## config.mk

```make
export PLATFORM = sky130hd
export DESIGN_NAME = col_token_arbiter
export DESIGN_NICKNAME = d
export VERILOG_FILES = /design/src/rtl/col_arb_pkg.sv /design/src/rtl/col_arb_ctrl.sv /design/src/rtl/col_region_stage.sv /design/src/rtl/col_bus_merge.sv /design/src/rtl/col_token_arbiter.sv
export SDC_FILE = /design/constraint.sdc
export NUM_CORES = 1
export LEC_CHECK = 0
export CORE_MARGIN = 8
export CORE_UTILIZATION = 29
export CTS_CLUSTER_DIAMETER = 150
export DETAILED_ROUTE_END_ITERATION = 10
export PLACE_DENSITY = 0.78
export SYNTH_ARGS = -nofsm -noshare
export SYNTH_HDL_FRONTEND = slang
export SYNTH_SLANG_ARGS = --single-unit
```

## constraint.sdc

```tcl
create_clock -name clk -period 1.4 [get_ports clk]
set_clock_uncertainty 0.2 [all_clocks]
set_input_delay 0.21 -clock clk [delete_from_list [all_inputs] [get_ports clk]]
set_output_delay 0.21 -clock clk [all_outputs]
set_load 0.02 [all_outputs]
```

## src/rtl/col_arb_pkg.sv

```systemverilog
package col_arb_pkg;

    typedef enum logic [1:0] {
        ARB_IDLE   = 2'd0,
        ARB_SERVE  = 2'd1,
        ARB_ACTIVE = 2'd2
    } arb_state_e;

    typedef struct packed {
        arb_state_e state;
    } ctrl_reg_t;

    typedef struct packed {
        logic hold;
    } stage_reg_t;

endpackage

```

## src/rtl/col_arb_ctrl.sv

```systemverilog
module col_arb_ctrl
    import col_arb_pkg::*;
(
    input  logic clk,
    input  logic rst_n,
    input  logic req_any,
    input  logic tok_return,
    output logic tok_launch
);

    ctrl_reg_t r_d, r_q;

    always_comb begin
        r_d = r_q;
        case (r_q.state)
            ARB_IDLE:   if (req_any) r_d.state = ARB_SERVE;
            ARB_SERVE:  r_d.state = ARB_ACTIVE;
            ARB_ACTIVE: if (tok_return) r_d.state = req_any ? ARB_SERVE : ARB_IDLE;
            default:    r_d.state = ARB_IDLE;
        endcase
    end

    always_ff @(posedge clk) begin
        if (!rst_n) r_q <= '{state: ARB_IDLE};
        else        r_q <= r_d;
    end

    assign tok_launch = (r_q.state == ARB_SERVE);

endmodule

```

## src/rtl/col_region_stage.sv

```systemverilog
module col_region_stage
    import col_arb_pkg::*;
(
    input  logic clk,
    input  logic rst_n,
    input  logic tok_in,
    input  logic req,
    output logic tok_out,
    output logic grant
);

    stage_reg_t r_d, r_q;

    always_comb begin
        r_d      = r_q;
        r_d.hold = (r_q.hold & req) | tok_in;
        grant    = r_q.hold & req;
        tok_out  = r_q.hold & ~req;
    end

    always_ff @(posedge clk) begin
        if (!rst_n) r_q <= '{hold: 1'b0};
        else        r_q <= r_d;
    end

endmodule

```

## src/rtl/col_bus_merge.sv

```systemverilog
module col_bus_merge #(
    parameter int NUM_REG = 4,
    parameter int DATA_W  = 8
) (
    input  logic [NUM_REG-1:0]        grant,
    input  logic [NUM_REG*DATA_W-1:0] data_in,
    output logic                      valid,
    output logic [DATA_W-1:0]         data_out
);

    always_comb begin
        valid    = 1'b0;
        data_out = '0;
        for (int i = 0; i < NUM_REG; i++) begin
            if (grant[i]) begin
                valid    = 1'b1;
                data_out = data_out | data_in[i*DATA_W +: DATA_W];
            end
        end
    end

endmodule

```

## src/rtl/col_token_arbiter.sv

```systemverilog
module col_token_arbiter #(
    parameter int NUM_REG = 4,
    parameter int DATA_W  = 8
) (
    input  logic                      clk,
    input  logic                      rst_n,
    input  logic [NUM_REG-1:0]        reg_req,
    input  logic [NUM_REG*DATA_W-1:0] reg_data,
    output logic [NUM_REG-1:0]        reg_ack,
    output logic                      bus_valid,
    output logic [DATA_W-1:0]         bus_data,
    output logic                      token_launch
);

    localparam int CHAIN_LEN = NUM_REG + 1;

    logic [CHAIN_LEN-1:0] tok_chain;
    logic                 req_any;

    assign req_any      = |reg_req;
    assign tok_chain[0] = token_launch;

    col_arb_ctrl u_ctrl (
        .clk        (clk),
        .rst_n      (rst_n),
        .req_any    (req_any),
        .tok_return (tok_chain[NUM_REG]),
        .tok_launch (token_launch)
    );

    for (genvar g = 0; g < NUM_REG; g++) begin : g_region
        col_region_stage u_stage (
            .clk     (clk),
            .rst_n   (rst_n),
            .tok_in  (tok_chain[g]),
            .req     (reg_req[g]),
            .tok_out (tok_chain[g+1]),
            .grant   (reg_ack[g])
        );
    end

    col_bus_merge #(
        .NUM_REG (NUM_REG),
        .DATA_W  (DATA_W)
    ) u_merge (
        .grant    (reg_ack),
        .data_in  (reg_data),
        .valid    (bus_valid),
        .data_out (bus_data)
    );

endmodule

```

==> results.yml <==
outcome:
  status: "complete, but fails checks"
  violations: "setup timing"
power_and_ir_drop:
  power_uw: 743
  netSwitchingFraction: 0.330
  power.switching_uw: 245
  pwr_density_cell_nw_per_um2: 530
  vdd_drop_max_v: 0.000676
  p_leak_uw: 0.000601
  seq_power_share: 0.263
  power_frac_clock: 0.233
  p_int_uw: 498
  p_comb_frac: 0.504
clock_network:
  cts_buffer_depth: 2
  clk_latency_ns: 0.26
  cts_tree: "built"
  clk_pin_slew_ns: 0.04
  ctsHoldBuffers: 0
  numCtsBuffers: 3
  cts_max_level: 1
  clkSinkCount: 6
  cts_root_buf: "clkbuf_4"
yosys:
  synthXorXnorAreaFrac: 0
  muxShareOfSynthArea: 0
  ys_ff_latch: 6
  synth_top_area_share: 0.290
  synthTopCellsByArea: "nand3_1 (29%), dfxtp_1 (22%), nand4_1 (10%)"
  postSynthAreaPerCell_sq_um: 6.81
  yosysUniqueCellTypes: 17
  syn_nets: 119
  synth_area_sq_um: 552
  synthSimpleGateAreaFrac: 0.512
  yosysWarnings: 0
  synth_top_area_cell: "nand3_1"
  synth_top_family_by_area: "simple AND/OR/NAND/NOR gates"
  syn_inst: 81
  synth_compound_area_frac: 0.0862
  yosysSeqAreaShare: 0.218
  synthAdderAreaFrac: 0
global_route:
  grt_max_degree: 8
  antenna_found_initial: 0
  first_global_vias: 928
  overflow: 0
  grt_usage: 0.158
  grt_pass1_wl_um: 4330
worst_hold_path:
  hold_end: "u_ctrl.r_q[0]$_SDFFE_PN0P_"
  hp-start: "u_ctrl.r_q[0]$_SDFFE_PN0P_"
  min_path_type: "reg2reg"
  min_path_cells: 2
drt:
  wirelength_um: 3180
  vias_per_cell: 5.41
  final_antenna_net_count: 0
  drt-pass1-iter-count: 4
  drcViolationCount: 0
  drtIter0Drc: 14
  wire_per_inst_um: 18.6
  num_vias: 925
finish:
  most-common-layout-cells: "clkdlybuf4s50_1 (33), nand3_2 (24), buf_6 (22)"
  final_net_count: 186
  diodes: 0
  drive_above_1_share: 0.514
  synthToLayoutAreaGrowth_pct: 154
  design_area_sq_um: 1400
  layout_commonest_cell: "clkdlybuf4s50_1"
  final_core_util: 0.794
critical_path:
  r2r_slack_ns: 0.10
  crit_type: "in2out"
  worst-path-buf-inv: 2
  critPathLaunchType: "input pin"
  critPathMaxFanout: 1
  path_cells: "clkdlybuf4s50_1 -> nand3_2 -> nand4_1 -> buf_6"
  crit_required_ns: 0.99
  rr_worst_depth: 4
  r2r-end: "u_ctrl.r_q[0]$_SDFFE_PN0P_"
  max_stage_delay_ns: 0.52
  cp_top_family: "buffers and inverters"
  rr_startpoint: "g_region[3].u_stage.r_q$_SDFF_PN0_"
  slowest_stage: "clkdlybuf4s50_1"
  startpoint: "reg_data[12]"
  end_kind: "output pin"
  arrival_ns: 1.08
die:
  die_x_um: 59.6
  die_y_um: 59.6
  core-area_sq_um: 1760
  io_pins: 52
  die_area_sq_um: 3550
  num_rows: 15
  start_util: 0.313
place:
  place_area_sq_um: 1170
  place_ws_ns: -0.681
  io_buffers: 51
  hpwl_um: 2090
  gp_congestion: 0.804
sta:
  relSlewSlack: 0.743
  final_hold_viol_count: 0
  fin_ws_ns: -0.0902
  rsz0062_at_grt: "true"
  post-route-period-util: 1.06
  slew_violations: 0
  min_period_ns: 1.49
  setup_viol_count_final: 9
  max_freq_ghz: 0.671
  tightestPinTransition_ns: 0.383
  whs_ns: 0.323
flow_run:
  maxCapViolCount: 0
## logic make-up after synthesis
group	after synthesis
AO/OA/AOI/OAI	6
buffers and inverters	17
AND/OR/NAND/NOR	52
flip-flops	6
## area by class of cell
cell class,instances,area [sq um]
clock buffer,3,22.5
fill,127,363
inverter,5,18.8
multi-input combinational,58,480
sequential,6,125
tap,25,31.3
timing repair buffer,74,723
## worst max path at each step
stage,endpoint,slack (ns),cells after the start
after floorplan,g_region[0].u_stage.r_q$_SDFF_PN0_,0.21,2
after global placement,bus_data[3],-0.65,5
after detailed placement,bus_data[3],-0.68,5
after CTS,bus_data[3],-0.08,4
after global routing,bus_data[4],-0.12,4
final,bus_data[4],-0.09,4
## power by group through the flow
| stage | clock network, uW | logic (uW) | registers (uW) |
|---|---|---|---|
| after floorplan | 0 | 111 | 195 |
| after global placement | 0 | 316 | 194 |
| after detailed placement | 0 | 319 | 195 |
| after CTS | 170 | 334 | 196 |
| after global routing | 184 | 393 | 196 |
| final | 173 | 374 | 196 |
## cells in the mapped netlist
cell       number
nand2b_4        1
nand2b_1        3
nand2_1         4
nand3_1        32
inv_1           4
a32o_1          1
a21oi_1         3
nor2b_1         2
inv_2           1
a2111oi_2       1
nand4_1         9
dfxtp_1         6
o21a_1          1
buf_2           6
nor4_1          1
buf_4           4
buf_6           2
## timing repair
item	in CTS	in global routing
endpoints found under the hold margin	0	0
gates resized for setup	103	28
cloned	0	0
buffers inserted	1	1
setup endpoints to repair	14	13
pin swaps	8	22
## routing by layer
layer  part of all wire  GRT usage
met5                  0          0
met4              0.013     0.0510
met3              0.074     0.0521
met2               0.55      0.302
met1               0.36      0.153
## stage by stage
stage	TNS [ns]	std cells
after CTS	-0.497	170
after global routing	-0.928	171
final	-0.613	171
after global placement	-8.54	166
after detailed placement	-8.58	166
after floorplan	0	81
## state kept, by name, summed over array words and instances, names as in the netlist
signal,flops
u_ctrl.r_q,2
g_region.u_stage.r_q,4
## worst register-to-register path: cells and delay by family, from the launching register on
kind	cells	cell delay, ns
buf+inv	2	0.23
flops	1	0.36
compound gates	1	0.34
simple gates	1	0.05
Note: power is estimated with default switching activity, not from simulation.
